===== config.mk =====
export PLATFORM = sky130hd
export DESIGN_NAME = fp_cmp_flags
export DESIGN_NICKNAME = d
export VERILOG_FILES = /design/src/rtl/fpcmp_pkg.sv /design/src/rtl/fpcmp_unpack.sv /design/src/rtl/fpcmp_order.sv /design/src/rtl/fpcmp_status.sv /design/src/rtl/fp_cmp_flags.sv
export SDC_FILE = /design/constraint.sdc
export NUM_CORES = 1
export LEC_CHECK = 0
export BUFFER_PORTS_ARGS = -buffer_cell sky130_fd_sc_hd__buf_2
export CORE_MARGIN = 8
export CORE_UTILIZATION = 52
export DETAILED_ROUTE_END_ITERATION = 12
export PLACE_DENSITY = 0.88
export SYNTH_ARGS = -nofsm -noshare
export SYNTH_HDL_FRONTEND = slang
export SYNTH_SLANG_ARGS = --single-unit

===== constraint.sdc =====
create_clock -name clk -period 12.3 [get_ports clk]
set_clock_uncertainty 0.1 [all_clocks]
set_input_delay 3.69 -clock clk [delete_from_list [all_inputs] [get_ports clk]]
set_output_delay 3.69 -clock clk [all_outputs]
set_load 0.01 [all_outputs]

===== src/rtl/fpcmp_pkg.sv =====
// Package: shared formats, operand summary record and flag encoding for the
// floating-point compare flag unit. Assumes IEEE-754 binary32/binary64.
package fpcmp_pkg;

    localparam int OPW   = 64;          // operand port width
    localparam int DEXPW = 11;          // double exponent width
    localparam int DMANW = 52;          // double fraction width
    localparam int SEXPW = 8;           // single exponent width
    localparam int SMANW = 23;          // single fraction width
    localparam int MAGW  = DEXPW + DMANW; // widest magnitude (no sign)

    // Summary of one operand after classification and optional flushing.
    typedef struct packed {
        logic            sign;
        logic [MAGW-1:0] mag;    // exponent:fraction, zeroed when flushed
        logic            nan;
        logic            snan;
        logic            zero;   // true zero or flushed subnormal
        logic            sub;    // raw subnormal, before flushing
    } opnd_t;

    typedef enum logic [1:0] {
        ORD_EQ = 2'd0,
        ORD_LT = 2'd1,
        ORD_GT = 2'd2,
        ORD_UN = 2'd3
    } order_e;

    typedef struct packed {
        logic n;
        logic z;
        logic c;
        logic v;
    } nzcv_t;

    // Map an ordering outcome onto the condition-code encoding.
    function automatic nzcv_t flags_of(order_e ord);
        nzcv_t f;
        case (ord)
            ORD_EQ:  f = '{n: 1'b0, z: 1'b1, c: 1'b1, v: 1'b0};
            ORD_LT:  f = '{n: 1'b1, z: 1'b0, c: 1'b0, v: 1'b0};
            ORD_GT:  f = '{n: 1'b0, z: 1'b0, c: 1'b1, v: 1'b0};
            default: f = '{n: 1'b0, z: 1'b0, c: 1'b1, v: 1'b1};
        endcase
        return f;
    endfunction

endpackage


===== src/rtl/fpcmp_unpack.sv =====
// Module: fpcmp_unpack
// Splits one IEEE-754 value of a parameterised format into sign, magnitude
// and class bits, and optionally flushes a subnormal to a signed zero.
// Assumes EXP_W + MAN_W <= fpcmp_pkg::MAGW. Purely combinational.
module fpcmp_unpack
    import fpcmp_pkg::*;
#(
    parameter int EXP_W = DEXPW,
    parameter int MAN_W = DMANW
) (
    input  logic [EXP_W+MAN_W:0] raw_i,
    input  logic                 ftz_i,
    output opnd_t                cls_o
);

    localparam int BODY_W = EXP_W + MAN_W;

    logic [EXP_W-1:0] exp_f;
    logic [MAN_W-1:0] man_f;
    logic             exp_ones;
    logic             exp_none;
    logic             man_any;
    logic             is_sub;
    logic             do_flush;
    logic [MAGW-1:0]  mag_ext;

    assign exp_f    = raw_i[BODY_W-1:MAN_W];
    assign man_f    = raw_i[MAN_W-1:0];
    assign exp_ones = &exp_f;
    assign exp_none = ~|exp_f;
    assign man_any  = |man_f;
    assign is_sub   = exp_none & man_any;
    assign do_flush = ftz_i & is_sub;

    // Zero-extend exponent:fraction into the common magnitude width.
    always_comb begin
        mag_ext               = '0;
        mag_ext[BODY_W-1:0]   = raw_i[BODY_W-1:0];
    end

    // Assemble the operand summary; a flushed subnormal keeps its sign.
    always_comb begin
        cls_o.sign = raw_i[BODY_W];
        cls_o.mag  = do_flush ? '0 : mag_ext;
        cls_o.nan  = exp_ones & man_any;
        cls_o.snan = exp_ones & man_any & ~man_f[MAN_W-1];
        cls_o.zero = exp_none & (~man_any | do_flush);
        cls_o.sub  = is_sub;
    end

endmodule


===== src/rtl/fpcmp_order.sv =====
// Module: fpcmp_order
// Orders two classified operands of the same format: equal, less, greater
// or unordered. Zeros of either sign are equal. Purely combinational.
module fpcmp_order
    import fpcmp_pkg::*;
(
    input  opnd_t  a_i,
    input  opnd_t  b_i,
    output order_e ord_o
);

    logic mag_lt;
    logic mag_eq;

    assign mag_lt = a_i.mag < b_i.mag;
    assign mag_eq = a_i.mag == b_i.mag;

    // Sign-magnitude ordering with NaN and signed-zero handling.
    always_comb begin
        if (a_i.nan || b_i.nan) begin
            ord_o = ORD_UN;
        end else if (a_i.zero && b_i.zero) begin
            ord_o = ORD_EQ;
        end else if (a_i.sign != b_i.sign) begin
            ord_o = a_i.sign ? ORD_LT : ORD_GT;
        end else if (mag_eq) begin
            ord_o = ORD_EQ;
        end else if (mag_lt) begin
            ord_o = a_i.sign ? ORD_GT : ORD_LT;
        end else begin
            ord_o = a_i.sign ? ORD_LT : ORD_GT;
        end
    end

endmodule


===== src/rtl/fpcmp_status.sv =====
// Module: fpcmp_status
// Holds the condition flags and the two sticky status bits. Flags load on a
// valid compare; sticky bits clear on clr_i but keep a same-cycle event.
// Assumes a synchronous active-low reset.
module fpcmp_status
    import fpcmp_pkg::*;
(
    input  logic   clk,
    input  logic   rst_n,
    input  logic   valid_i,
    input  logic   clr_i,
    input  logic   sig_cmp_i,
    input  logic   ftz_i,
    input  order_e ord_i,
    input  logic   any_snan_i,
    input  logic   any_sub_i,
    output nzcv_t  flags_o,
    output logic   inv_o,
    output logic   den_o
);

    nzcv_t flags_q;
    logic  inv_q;
    logic  den_q;
    logic  inv_evt;
    logic  den_evt;

    // Status events raised by the current compare.
    always_comb begin
        inv_evt = valid_i & (sig_cmp_i ? (ord_i == ORD_UN) : any_snan_i);
        den_evt = valid_i & ftz_i & any_sub_i;
    end

    // Flag register: load on valid, hold otherwise.
    always_ff @(posedge clk) begin
        if (!rst_n) begin
            flags_q <= '0;
        end else if (valid_i) begin
            flags_q <= flags_of(ord_i);
        end
    end

    // Sticky bits: clear first, then OR in this cycle's events.
    always_ff @(posedge clk) begin
        if (!rst_n) begin
            inv_q <= 1'b0;
            den_q <= 1'b0;
        end else begin
            inv_q <= (inv_q & ~clr_i) | inv_evt;
            den_q <= (den_q & ~clr_i) | den_evt;
        end
    end

    assign flags_o = flags_q;
    assign inv_o   = inv_q;
    assign den_o   = den_q;

    AST_FLAGS_HOLD: assert property (@(posedge clk) disable iff (!rst_n)
        !valid_i |=> $stable(flags_q));

    AST_INV_KEEP: assert property (@(posedge clk) disable iff (!rst_n)
        inv_q && !clr_i |=> inv_q);

    AST_DEN_KEEP: assert property (@(posedge clk) disable iff (!rst_n)
        den_q && !clr_i |=> den_q);

    AST_CLR_QUIET: assert property (@(posedge clk) disable iff (!rst_n)
        clr_i && !valid_i |=> !inv_q && !den_q);

endmodule


===== src/rtl/fp_cmp_flags.sv =====
// Module: fp_cmp_flags (top)
// Compares two single or double operands and registers NZCV flags plus
// sticky invalid and input-denormal bits. Singles use bits 31:0 of each
// operand port. Both formats are decoded in parallel; dbl_i selects one.
module fp_cmp_flags
    import fpcmp_pkg::*;
(
    input  logic           clk,
    input  logic           rst_n,
    input  logic           valid_i,
    input  logic           dbl_i,
    input  logic           sig_cmp_i,
    input  logic           zero_cmp_i,
    input  logic           ftz_i,
    input  logic           clr_i,
    input  logic [OPW-1:0] op_a_i,
    input  logic [OPW-1:0] op_b_i,
    output logic           flag_n_o,
    output logic           flag_z_o,
    output logic           flag_c_o,
    output logic           flag_v_o,
    output logic           sticky_inv_o,
    output logic           sticky_den_o
);

    localparam int NOPS = 2;
    localparam int SW   = SEXPW + SMANW + 1;
    localparam int DW   = DEXPW + DMANW + 1;

    logic [OPW-1:0] raw [NOPS];
    opnd_t          cls [NOPS];
    order_e         ord;
    nzcv_t          flags;

    // Operand B becomes +0.0 in compare-with-zero mode.
    always_comb begin
        raw[0] = op_a_i;
        raw[1] = zero_cmp_i ? '0 : op_b_i;
    end

    for (genvar i = 0; i < NOPS; i++) begin : g_opnd
        opnd_t cls_s;
        opnd_t cls_d;

        fpcmp_unpack #(.EXP_W(SEXPW), .MAN_W(SMANW)) u_sgl (
            .raw_i (raw[i][SW-1:0]),
            .ftz_i (ftz_i),
            .cls_o (cls_s)
        );

        fpcmp_unpack #(.EXP_W(DEXPW), .MAN_W(DMANW)) u_dbl (
            .raw_i (raw[i][DW-1:0]),
            .ftz_i (ftz_i),
            .cls_o (cls_d)
        );

        // Precision select for this operand.
        assign cls[i] = dbl_i ? cls_d : cls_s;
    end

    fpcmp_order u_order (
        .a_i   (cls[0]),
        .b_i   (cls[1]),
        .ord_o (ord)
    );

    fpcmp_status u_status (
        .clk        (clk),
        .rst_n      (rst_n),
        .valid_i    (valid_i),
        .clr_i      (clr_i),
        .sig_cmp_i  (sig_cmp_i),
        .ftz_i      (ftz_i),
        .ord_i      (ord),
        .any_snan_i (cls[0].snan | cls[1].snan),
        .any_sub_i  (cls[0].sub | cls[1].sub),
        .flags_o    (flags),
        .inv_o      (sticky_inv_o),
        .den_o      (sticky_den_o)
    );

    assign flag_n_o = flags.n;
    assign flag_z_o = flags.z;
    assign flag_c_o = flags.c;
    assign flag_v_o = flags.v;

    AST_NAN_UNORD: assert property (@(posedge clk) disable iff (!rst_n)
        valid_i && (cls[0].nan || cls[1].nan)
        |=> flag_v_o && flag_c_o && !flag_z_o && !flag_n_o);

    AST_QUIET_INV: assert property (@(posedge clk) disable iff (!rst_n)
        valid_i && !sig_cmp_i && !cls[0].snan && !cls[1].snan && !sticky_inv_o
        |=> !sticky_inv_o);

    AST_SIG_INV: assert property (@(posedge clk) disable iff (!rst_n)
        valid_i && sig_cmp_i && (cls[0].nan || cls[1].nan)
        |=> sticky_inv_o);

    AST_FTZ_DEN: assert property (@(posedge clk) disable iff (!rst_n)
        valid_i && ftz_i && cls[0].sub |=> sticky_den_o);

    AST_ZERO_EQ: assert property (@(posedge clk) disable iff (!rst_n)
        valid_i && cls[0].zero && cls[1].zero |=> flag_z_o && !flag_v_o);

endmodule


---- After elaboration in Yosys (flattened, before gate mapping) ----
Cells that the tools add are included.
word-level totals
  register bits after elaboration ......... 6
  bits in latches ......................... 0
  RAM bits ................................ 0
  bits in read-only memories .............. 0
  input bits .............................. 136
  output and inout bits ................... 6
  word-level logic and storage cells ...... 89
  memories ................................ 0
operators by class
  add/subtract/negate cells ............... 0
  multipliers ............................. 0
  div/mod/pow operators ................... 0
  order comparisons ....................... 1
  equality and inequality tests ........... 5
  shifts and indexed selects .............. 0
  mux-type cells .......................... 16
  bitwise logic cells ..................... 42
  reduce and logical (&&, ||, !) cells .... 19
operators with widths
  cell                                                             number
  68-bit two-way mux                                               2
  63-bit two-way mux                                               2
  52-bit OR reduction                                              2
  64-bit two-way mux                                               1
  63-bit == test                                                   1
  63-bit less-than comparator                                      1
  31-bit two-way mux                                               2
  23-bit OR reduction                                              2
  1-bit bitwise AND                                                25
  11-bit AND reduction                                             2
  11-bit OR reduction                                              2
  8-bit AND reduction                                              2
  8-bit OR reduction                                               2
  2-bit two-way mux                                                7
  4-bit one-hot mux with 3 select lines                            1
  1-bit inverter                                                   9
  1-bit OR                                                         8
  2-bit == test, second input constant                             2
  1-bit logical NOT                                                4
  2-bit by 1-bit == test with 1-bit output, second input constant  1
  2-bit logical NOT                                                1
  1-bit logical AND                                                1
  1-bit logical OR                                                 1
  1-bit two-way mux                                                1
  1-bit inequality test                                            1

---- Longest topological paths before layout ----
Gate-level depths: netlist of run 1.
  depth after elaboration ................. 18
  mapped depth ............................ 17
  depth with buffers taken out ............ 16

---- Cells and area by module ----
A second synthesis of run 1 with hierarchy kept.
unflattened totals
  cells, all modules ...................... 875
  area, all modules ....................... 7,247.0 um^2
modules (own cells, without submodules)
  module                              times used  cells an instance  area each (um^2)  seq. area each (um^2)
  fp_cmp_flags                        1           229                2,506.2           0.0
  fpcmp_order                         1           238                1,676.6           0.0
  fpcmp_unpack (g_opnd[0].u_dbl ...)  2           102                749.5             0.0
  fpcmp_unpack (g_opnd[0].u_sgl ...)  2           88                 655.6             0.0
  fpcmp_status                        1           28                 254.0             120.1

---- Worst setup path before layout of run 1 ----
OpenSTA, ideal clock, no wires.
  kind .................................... input-to-reg
  from .................................... input op_b_i[17]
  to ...................................... register u_status.flags_q (netlist bit u_status.flags_o[3])
  setup time .............................. 119 ps
  arrival time ............................ 7,077 ps
  data required time ...................... 12,081 ps
  setup slack ............................. 5,004 ps
  stages on the path ...................... 16
  path buffers ............................ 1
  path through ............................ nor4_1 > nand4_1 > o41ai_2 > nor2_1 > a21oi_1 > buf_2 > nand2_1 > ha_1 > nand4_1 > nor4_1 > nand3_1 > a21oi_1 > nor4_1 > nand2_1 > mux2_2 > o221a_2
between the ends
  word-level cells in the longest chain between the ends .. 14
  elaborated cells between the ends (all ways) .. 31
  classes of those cells .................. order compare: 1; eq/ne: 3; mux: 10; bitwise: 12; reduce/logical: 5
ends and longest elaborated chain
  item                                                               RTL line            source
  start, declared                                                    fp_cmp_flags.sv:17  input logic [OPW-1:0] op_b_i,
  64-bit two-way mux *                                               fp_cmp_flags.sv:38  raw[1] = zero_cmp_i ? '0 : op_b_i;
  52-bit OR reduction / 23-bit OR reduction (equally long branches)  fpcmp_unpack.sv:31  assign man_any = |man_f;
  1-bit bitwise AND                                                  fpcmp_unpack.sv:32  assign is_sub = exp_none & man_any;
  1-bit bitwise AND                                                  fpcmp_unpack.sv:33  assign do_flush = ftz_i & is_sub;
  63-bit two-way mux / 31-bit two-way mux (equally long branches)    fpcmp_unpack.sv:44  cls_o.mag = do_flush ? '0 : mag_ext;
  68-bit two-way mux *                                               fp_cmp_flags.sv:58  assign cls[i] = dbl_i ? cls_d : cls_s;
  63-bit less-than comparator                                        fpcmp_order.sv:15   assign mag_lt = a_i.mag < b_i.mag;
  2-bit two-way mux                                                  fpcmp_order.sv:28   end else if (mag_lt) begin
  2-bit two-way mux                                                  fpcmp_order.sv:26   end else if (mag_eq) begin
  2-bit two-way mux                                                  fpcmp_order.sv:24   end else if (a_i.sign != b_i.sign) begin
  2-bit two-way mux                                                  fpcmp_order.sv:22   end else if (a_i.zero && b_i.zero) begin
  2-bit two-way mux *                                                fpcmp_order.sv:20   if (a_i.nan || b_i.nan) begin
  2-bit == test, or another cell as far along                        fpcmp_pkg.sv:39     case (ord)
  4-bit one-hot mux with 3 select lines *                            fpcmp_pkg.sv:39
  end signal, assigned                                               fpcmp_status.sv:39  flags_q <= flags_of(ord_i);
  end, declared                                                      fpcmp_status.sv:22  nzcv_t flags_q;
Every way passes the cells marked *; elsewhere a longest branch is shown, timed or not.
A chain may end at the register's enable or synchronous reset.

---- Worst setup path after layout of run 1 ----
  from .................................... input op_b_i[0]
  to ...................................... register u_status.flags_q (netlist bit u_status.flags_o[3])
The elaborated chain is that of the path after synthesis.

==> results.md, run 1 <==
* CP endpoint kind: register
* DIE WIDTH at 91.5 µm
* Die area at 8370 µm²
* Gate count of the mapped netlist at 439
* Vias in the first global route at 3968
* Avg WL per Cell at 16.7 µm
* Final min period at 7.97 ns
* Power Dens Cells at 43.8 nW/µm²
* CTS tree: built
* Most used cell, CP: nor4_1
* Kind of critical path: primary input to register
* Root Buffer: clkbuf_8
* Avg Cell Area, Syn at 6.75 µm²
* Post-synthesis cell area at 2960 µm²
* TritonCTS Buffers at 3
* Setup-failing EPs final at 0
* Worst path required time at 12.32 ns
* Source of the critical timing path: op_b_i[0]
* Clk_lat worst skew at 0.23 ns
* Post-synthesis async set-or-reset flop share at 0%
* Post-synth cell types at 47
* Gr ovfl total at 0
* Post-CTS setup buffer count at 0
* Worst slack at placement at 4.14 ns
* Num ports at 142
* Worst R2R Start: u_status.flags_o[3]
* CTS Buffer Depth at 2
* Initial antenna violation count at 1
* FP Rows at 27
* CP arrival at 8.00 ns
* Hold Vio Cnt, Final at 0
* Max cap viols at 0
* Crit path max-delay cell type: nor4_1
* Area Overhead vs Synth at 26.7%
* Slew Limit Headroom at 48.3%
* Critical R2R Capture: u_status.flags_o[3]
* Overall global routing resource usage at 24.2%
* Core area at 5510 µm²
* Crit-path cells: buf_2 -> nor4_1 -> nand4_1 -> o41ai_2 -> nor2_1 -> a21oi_2 -> buf_4 -> nand2_1 -> ha_1 -> nand4_1 -> nor4_1 -> nand3_1 -> a21oi_1 -> nor4_1 -> nand2_1 -> mux2_2 -> o221a_2
* Router iterations before antenna repair at 5
* Primary FF master, synth: dfxtp_1
* Most frequent cells in the layout: buf_2 (141), nand2_1 (89), ha_1 (63)
* Reg2Reg Depth at 3
* Max H-tree Level at 1
* Top cell family by delay on the critical path: simple AND/OR/NAND/NOR gates
* Starting DRT DRC Count at 246
* Buf/Inv on CP at 2
* Critical path startpoint category: primary input
* Leakage power total at 1.73 nW
* Final slew viol count at 0
* Final setup margin at 4.33 ns
* Levels on crit path at 17
* Post-route ant nets at 0
* Total Routed Length at 10700 µm
* # DRC at 0
* CTS clock-pin slew for the worst setup and hold paths at 0.04 ns
* N_diodes at 0
* First-pass GRT wire length at 17500 µm
* Share of cells above drive strength 1 at 28.9%
* PostCTS Resize Cnt at 0
* Slowest cell delay on critical path at 0.69 ns
* Status: finished clean
* Hold_buf cts at 0
* Largest net degree at the start of global routing at 33
* Synth Net Count at 638
* F_max at 125 MHz
* Setup tns final at 0 ns
* Detailed Place HPWL at 9350 µm
* PortBufs at 141
* Sequential element share of the synthesized area at 4.05%
* Die H at 91.5 µm
* Starting Density at 53.8%
* R2r setup slk at 11.25 ns
* Vias per cell at 6.07
* Routed via count at 3900
* Synthesis Warnings at 0
* CP Max Fanout at 32
* Tcrit/Tclk final at 64.8%
* RSZ-0062 raised after global routing: no
* EDFF count, synth at 0
* Hold Path Class: register to register
* Tightest Pin Transition at 0.769 ns
* Most common cell after layout, fill and taps aside: buf_2
* Critical Path Sink: u_status.flags_o[3]
* Register bit total from synthesis at 6
* Peak VDD IR at 0.0242 mV
* GP Congestion at 0.955
* CTS sink cnt at 6
* Fin nets at 772
==> power breakdown <==
group | switching, W | internal, W
Clock | 0.00000990 | 0.0000211
Sequential | 0.000000521 | 0.0000205
Combinational | 0.0000608 | 0.0000515
Total | 0.0000712 | 0.0000932
==> worst min path at each step <==
stage                        startpoint                   to  slack [ns]  cells past startpoint
floorplan           u_status.flags_o[0]  u_status.flags_o[0]        0.43                      2
global placement         u_status.inv_o       u_status.inv_o        0.38                      2
detailed placement       u_status.inv_o       u_status.inv_o        0.39                      2
CTS                      u_status.inv_o       u_status.inv_o        0.40                      2
global route             u_status.den_o       u_status.den_o        0.44                      2
finish                   u_status.inv_o       u_status.inv_o        0.39                      2
==> metal layers <==
layer	wire, µm	GRT usage, %
met4	208	6.82
met1	4530	28.5
met5	13	0
met3	949	5.02
met2	5010	42.8
==> layout make-up <==
type | count | area, µm²
flip-flops and latches | 6 | 120
multi-input cells | 410 | 2750
inverters | 9 | 33.8
repair buffers | 143 | 721
fillers | 491 | 1750
well taps | 72 | 90.1
clock buffers | 3 | 41.3
==> per-stage QoR <==
step,util (%),hold slack [ns],instances,cell area (µm²),total power [W]
2_1_floorplan,-,0.433,439,2960,0.0000856
3_3_place_gp,67.4,0.380,640,3710,0.000127
3_5_place_dp,67.4,0.386,640,3710,0.000131
4_1_cts,68.2,0.398,643,3750,0.000163
5_1_grt,68.2,0.436,643,3750,0.000179
6_report,68.2,0.393,643,3750,0.000164
==> worst reg2reg max path: stages (launching register included) <==
cell,delay [ns]
dfxtp_1,0.31
nor2b_1,0.14
o21bai_1,0.15
o221a_2,0.24
==> cell families (layout without fill, tap and decap cells) <==
| family | after synthesis | in the layout | share of synthesized area, % |
|---|---|---|---|
| and+or+nand+nor | 268 | 268 | 47.8 |
| AOI/OAI and AO/OA | 73 | 73 | 16.1 |
| adders and majority gates | 63 | 63 | 26.6 |
| buffers and inverters | 23 | 155 | 3.34 |
| DFF | 6 | 6 | 4.05 |
| muxes | 5 | 5 | 1.77 |
| xor gates and xnor gates | 1 | 1 | 0.296 |
==> synth_stat cells (6+ instances only) <==
master / instances / area (µm²)
nand2_1: 89 / 334
ha_1: 63 / 788
and2_1: 46 / 288
nor4_1: 33 / 206
a21oi_1: 30 / 150
nand4_1: 27 / 169
nor2_1: 18 / 67.6
nor2b_1: 14 / 87.6
o21ai_0: 14 / 70.1
and2_2: 10 / 75.1
nand3_1: 10 / 50.1
nor3_1: 10 / 50.1
inv_1: 9 / 33.8
clkbuf_1: 8 / 30.0
dfxtp_1: 6 / 120
==> registers in the layout, summed over array words and instances, names as in the netlist <==
signal / flops
u_status.flags_o: 4
u_status.den_o: 1
u_status.inv_o: 1
No activity file was read; power rests on OpenSTA's default activity.
==> run 2, diff against run 1 <==
CORE_UTILIZATION = 48   (was 52)
PLACE_DENSITY = 0.83   (was 0.88)
clock period = 7.8 ns   (was 12.3 ns; I/O delays follow)
==> run 2 against run 1 <==
Effect of this change:
- via count is 2.0% lower
- global-route usage fell by 0.81 points
- core utilization fell by 5.1 points
- design area is essentially flat
- flip-flop and latch count stayed put
- first-iteration DRC count shrank 53%
- combinational power grew 58%
- die area increased by 6.8%
==> results.md, run 2 (same netlist as run 1, synthesis figures left out) <==
* Status: finished clean
* Most common cell after layout, fill and taps aside: buf_2
* Crit path max-delay cell type: nor4_1
* Worst hold slack at 0.405 ns (+0.0125 ns)
* Setup tns final at 0 ns (unchanged)
* Hold Path Class: register to register
* Detailed Place HPWL at 9420 µm (+0.75%)
* Routed via count at 3822 (-2.0%)
* Busiest grt layer: met2
* PortBufs at 141 (unchanged)
* Crit-path cells: buf_2 -> nor4_1 -> nand4_1 -> o41ai_2 -> nor2_1 -> a21oi_2 -> buf_4 -> nand2_1 -> ha_1 -> nand4_1 -> nor4_1 -> nand3_1 -> a21oi_1 -> nor4_1 -> nand2_1 -> mux2_2 -> o221a_2
* RSZ-0062 raised after global routing: no
* Initial antenna violation count at 1 (unchanged)
* Area Overhead vs Synth at 26.8% (about the same)
* Critical path startpoint category: primary input
* Register area at 120 µm² (unchanged)
* N_diodes at 0 (unchanged)
* Starting Density at 49.7% (-4.1 points)
* Vias per cell at 5.92 (-2.5%)
* Buf/Inv on CP at 2 (unchanged)
* Core area at 5960 µm² (+8.2%)
* Router iterations before antenna repair at 5 (unchanged)
* FP Rows at 28 (+3.7%)
* GR Layer Usage met3 at 4.13% (-0.89 points)
* Most used cell, CP: nor4_1
* Worst path required time at 7.81 ns (-4.51 ns)
* Peak VDD IR at 0.0397 mV (+64%)
* Setup-failing EPs final at 0 (unchanged)
* Area of the multi-input gates at 2750 µm² (unchanged)
* Most frequent cells in the layout: buf_2 (141), nand2_1 (89), ha_1 (63)
* PostCTS Resize Cnt at 0 (unchanged)
* Largest register FFs at 4 (unchanged)
* Grt met2 use at 41.7% (-1.1 points)
* CTS Buffer Depth at 2 (unchanged)
* Largest net degree at the start of global routing at 33 (unchanged)
* Hold_buf cts at 0 (unchanged)
* DIE WIDTH at 94.6 µm (+3.4%)
* CTS tree: built
* Overall global routing resource usage at 23.4% (-0.81 points)
* # fillers at 570 (+16%)
* Starting DRT DRC Count at 115 (-53%)
* Slowest cell delay on critical path at 0.64 ns (-0.05 ns)
* Avg WL per Cell at 16.7 µm (about the same)
* Vias in the first global route at 3839 (-3.3%)
* GP Congestion at 0.953 (-0.15%)
* CP Max Fanout at 32 (unchanged)
* Logic pwr share at 68.9% (+0.6 points)
* Met1 usage in global routing at 28.3% (-0.19 points)
* Final min period at 6.67 ns
* Final slew viol count at 0 (unchanged)
* Sw frac at 43.0% (-0.33 points)
* Post-CTS setup buffer count at 0 (unchanged)
* CTS sink cnt at 6 (unchanged)
* Gr ovfl total at 0 (unchanged)
* Hold Vio Cnt, Final at 0 (unchanged)
* Switch Pwr at 0.000111 W (+55%)
* First-pass GRT wire length at 17400 µm (-0.47%)
* Final core occ at 63.1% (-5.1 points)
* # DRC at 0 (unchanged)
* Kind of critical path: primary input to register
* Sequential share of power at 12.9% (about the same)
* Clk_lat worst skew at 0.22 ns (about the same)
* Slew Limit Headroom at 55.0% (+6.8 points)
* Share of cells above drive strength 1 at 28.9% (unchanged)
* Total Routed Length at 10800 µm (+0.49%)
* Max cap viols at 0 (unchanged)
* CP endpoint kind: register
* Max H-tree Level at 1 (unchanged)
* Tcrit/Tclk final at 85.6%
* Leakage power total at 1.73 nW (unchanged)
* Clock group share of total power at 18.2% (-0.7 points)
* Root Buffer: clkbuf_8
* Num ports at 142 (unchanged)
* CP arrival at 6.68 ns (-1.32 ns)
* F_max at 150 MHz
* Top cell family by delay on the critical path: simple AND/OR/NAND/NOR gates
* Pint at 0.000147 W (+57%)
* Die area at 8940 µm² (+6.8%)
* Die H at 94.6 µm (+3.4%)
* Tightest Pin Transition at 0.668 ns (-0.101 ns)
* Power Dens Cells at 68.5 nW/µm² (+56%)
* Fin nets at 772 (unchanged)
* CTS clock-pin slew for the worst setup and hold paths at 0.04 ns (about the same)
* Post-route ant nets at 0 (unchanged)
* TritonCTS Buffers at 3 (unchanged)
[run 2: cell counts in the layout (fill, tap and decap cells not counted)]
No cell type changed its count.
[run 2: per-layer routing]
layer / vias up / wire length (µm)
met5: - / 13
li1: 1909 / -
met4: 2 / 152
met3: 18 / 1030
met2: 187 / 5030
met1: 1706 / 4540
[run 2: power groups by stage]
stage / Sequential (W) / Combinational [W] / Clock, W
after floorplan: 0.0000343 / 0.000101 / 0
after global placement: 0.0000336 / 0.000171 / 0
after detailed placement: 0.0000336 / 0.000174 / 0
after CTS: 0.0000331 / 0.000176 / 0.0000468
after global routing: 0.0000332 / 0.000200 / 0.0000492
final: 0.0000332 / 0.000177 / 0.0000469
[run 2: worst min-delay path, cell delays in order, from the launching register on]
cell,delay [ns]
dfxtp_1,0.31
o21ai_0,0.07
nor2_1,0.08
[run 2: area by class of cell]
type,instances,area share (%)
clock buffers,3,1.10
inverters,9,0.899
multi-input cells,410,73.1
flip-flops and latches,6,3.20
well taps,75,2.50
repair buffers,143,19.2
[run 2: worst paths after layout]
path                            cells after the start           startpoint                   to  slack [ns]
worst max-delay path                               17            op_b_i[0]  u_status.flags_o[3]        1.13
worst min register to register                      2  u_status.flags_o[0]  u_status.flags_o[0]        0.41
worst min-delay path                                2  u_status.flags_o[0]  u_status.flags_o[0]        0.41
worst max register to register                      3  u_status.flags_o[3]  u_status.flags_o[3]        6.76
[run 2: through the flow]
step           instances  setup WS (ns)  area [µm²]  total power (W)
4_1_cts              646           1.15        3760         0.000256
5_1_grt              646          0.786        3760         0.000282
6_report             646           1.13        3760         0.000257
3_5_place_dp         643          0.937        3720         0.000208
3_3_place_gp         643           1.08        3720         0.000204
2_1_floorplan        439           1.85        2960         0.000135
==> run 3, diff against run 2 <==
CORE_UTILIZATION = 30   (was 48)
PLACE_DENSITY = default   (was 0.83)
==> run 3 against run 2 <==
Effect of this change:
- clock-buffer cell count unchanged
- maximum frequency down 1.1%
- global-route usage down 6.7 points
- first-iteration DRC count up 45%
- routed wire length up 7.6%
- clock power up 1%
- worst setup slack worse by 0.077 ns
- design area up 2.0%
- core utilization down 24 points
- sequential share of layout area down 0.063 points
- largest power group unchanged
==> results.md, run 3 (same netlist as run 1, synthesis figures left out) <==
* Routed via count at 3771 (-1.3%)
* Switch Pwr at 0.000112 W (+1.7%)
* CTS sink cnt at 6 (unchanged)
* Slowest cell delay on critical path at 0.72 ns (+0.08 ns)
* Kind of critical path: primary input to register
* # DRC at 0 (unchanged)
* Hold Vio Cnt, Final at 0 (unchanged)
* Vias in the first global route at 3941 (+2.7%)
* Initial antenna violation count at 0 (-1)
* Hold_buf cts at 0 (unchanged)
* TritonCTS Buffers at 3 (unchanged)
* First-pass GRT wire length at 18400 µm (+5.7%)
* Status: finished clean
* Levels on crit path at 17 (unchanged)
* Final slew viol count at 0 (unchanged)
* Register area at 120 µm² (unchanged)
* Num ports at 142 (unchanged)
* Core area at 9680 µm² (+63%)
* DIE WIDTH at 115 µm (+22%)
* F_max at 148 MHz (-1.1%)
* Total Routed Length at 11600 µm (+7.6%)
* Post-CTS setup buffer count at 0 (unchanged)
* Share of cells above drive strength 1 at 28.9% (unchanged)
* Hold Path Class: register to register
* Max cap viols at 0 (unchanged)
* Post-route ant nets at 0 (unchanged)
* Most used cell, CP: nor4_1
* Most common cell after layout, fill and taps aside: buf_2
* Final setup margin at 1.05 ns (-0.0771 ns)
* Area of the multi-input gates at 2750 µm² (unchanged)
* Reg2Reg Depth at 3 (unchanged)
* Leakage power total at 1.73 nW (about the same)
* Tightest Pin Transition at 0.753 ns (+0.0846 ns)
* Pint at 0.000147 W (about the same)
* Router iterations before antenna repair at 4 (-1)
* Slew Limit Headroom at 49.3% (-5.7 points)
* Final core occ at 39.6% (-24 points)
* Hold depth at 2 (unchanged)
* Root Buffer: clkbuf_8
* Fin nets at 772 (unchanged)
* Power Dens Cells at 67.6 nW/µm² (-1.3%)
* Die H at 115 µm (+22%)
* Sequential share of power at 12.8% (about the same)
* Overall global routing resource usage at 16.7% (-6.7 points)
* Die area at 13300 µm² (+49%)
* Clock group share of total power at 18.4% (+0.2 points)
* Crit-path cells: buf_2 -> nor4_1 -> nand4_1 -> o41ai_2 -> nor2_1 -> a21oi_2 -> buf_4 -> nand2_1 -> ha_1 -> nand4_1 -> nor4_1 -> nand3_1 -> a21oi_1 -> nor4_1 -> nand2_1 -> mux2_2 -> o221a_2
* Largest net degree at the start of global routing at 33 (unchanged)
* CTS Buffer Depth at 2 (unchanged)
* Setup-failing EPs final at 0 (unchanged)
* PostCTS Resize Cnt at 0 (unchanged)
* Buf/Inv on CP at 2 (unchanged)
* Design area at 3830 µm² (+2.0%)
* Final min period at 6.75 ns (+0.0771 ns)
* Logic pwr share at 68.8% (about the same)
* Peak VDD IR at 0.0320 mV (-19%)
* Most frequent cells in the layout: buf_2 (141), nand2_1 (89), ha_1 (63)
* Crit path max-delay cell type: nor4_1
* Clk_lat worst skew at 0.23 ns (about the same)
* RSZ-0062 raised after global routing: no
* Setup tns final at 0 ns (unchanged)
* PortBufs at 141 (unchanged)
* Area Overhead vs Synth at 29.3%
* # fillers at 1054 (+85%)
* Total power at 0.000259 W (+0.69%)
* Top cell family by delay on the critical path: simple AND/OR/NAND/NOR gates
* CP arrival at 6.76 ns (+0.08 ns)
* Worst path required time at 7.81 ns (about the same)
* CP Max Fanout at 32 (unchanged)
* Area after DPL at 3790 µm² (+2.0%)
* Starting Density at 30.6% (-19 points)
* Avg WL per Cell at 16.4 µm (-1.4%)
* GP Congestion at 0.929 (-2.5%)
* Sw frac at 43.4% (+0.44 points)
* CTS clock-pin slew for the worst setup and hold paths at 0.04 ns (about the same)
* Max H-tree Level at 1 (unchanged)
* Vias per cell at 5.35 (-9.6%)
* CTS tree: built
* FP Rows at 36 (+29%)
* Starting DRT DRC Count at 167 (+45%)
* Tcrit/Tclk final at 86.6% (+0.99 points)
* Worst slack at placement at 0.862 ns (-0.0756 ns)
* Gr ovfl total at 0 (unchanged)
* Critical path startpoint category: primary input
* Detailed Place HPWL at 10300 µm (+8.8%)
* Largest register FFs at 4 (unchanged)
* CP endpoint kind: register
==> run 3: changes by cell type in the layout (fill, tap and decap cells not counted) <==
| cell | delta |
|---|---|
| diode_2 | +1 |
==> run 3: cell type report <==
class                      count  area share, %
multi-input combinational    410           71.7
tap                          133           4.34
clock buffer                   3           1.08
antenna                        1         0.0653
timing repair buffer         143           18.8
inverter                       9          0.881
sequential                     6           3.13
==> run 3: path summary, 6_finish.rpt <==
kind	from	end	slack [ns]
max	op_b_i[0]	u_status.flags_o[3]	1.05
min	u_status.inv_o	u_status.inv_o	0.40
min reg2reg	u_status.inv_o	u_status.inv_o	0.40
max reg2reg	u_status.flags_o[3]	u_status.flags_o[3]	6.72
==> run 3: power by group through the flow <==
| stage | clock [W] | sequential (W) | combinational (W) |
|---|---|---|---|
| 2_1_floorplan | 0 | 0.0000343 | 0.000101 |
| 3_3_place_gp | 0 | 0.0000337 | 0.000172 |
| 3_5_place_dp | 0 | 0.0000337 | 0.000176 |
| 4_1_cts | 0.0000477 | 0.0000332 | 0.000177 |
| 5_1_grt | 0.0000505 | 0.0000334 | 0.000200 |
| 6_report | 0.0000476 | 0.0000333 | 0.000178 |
==> run 3: layer usage <==
metal	wire length (µm)	track usage (%)	vias to the layer above
met4	120	2.71	0
met3	865	3.26	12
met5	0	0	-
met1	5250	20.1	1713
met2	5350	30.0	138
li1	-	-	1908
==> run 3: stage by stage <==
step                hold slack, ns  std cells
floorplan                    0.433        439
global placement             0.387        701
detailed placement           0.405        701
CTS                          0.413        704
global route                 0.459        704
finish                       0.402        705
==> run 3: worst min-delay path: stages, from the launching register on <==
cell and delay (ns):
dfxtp_1 0.32, a32oi_1 0.05, nor2b_1 0.09
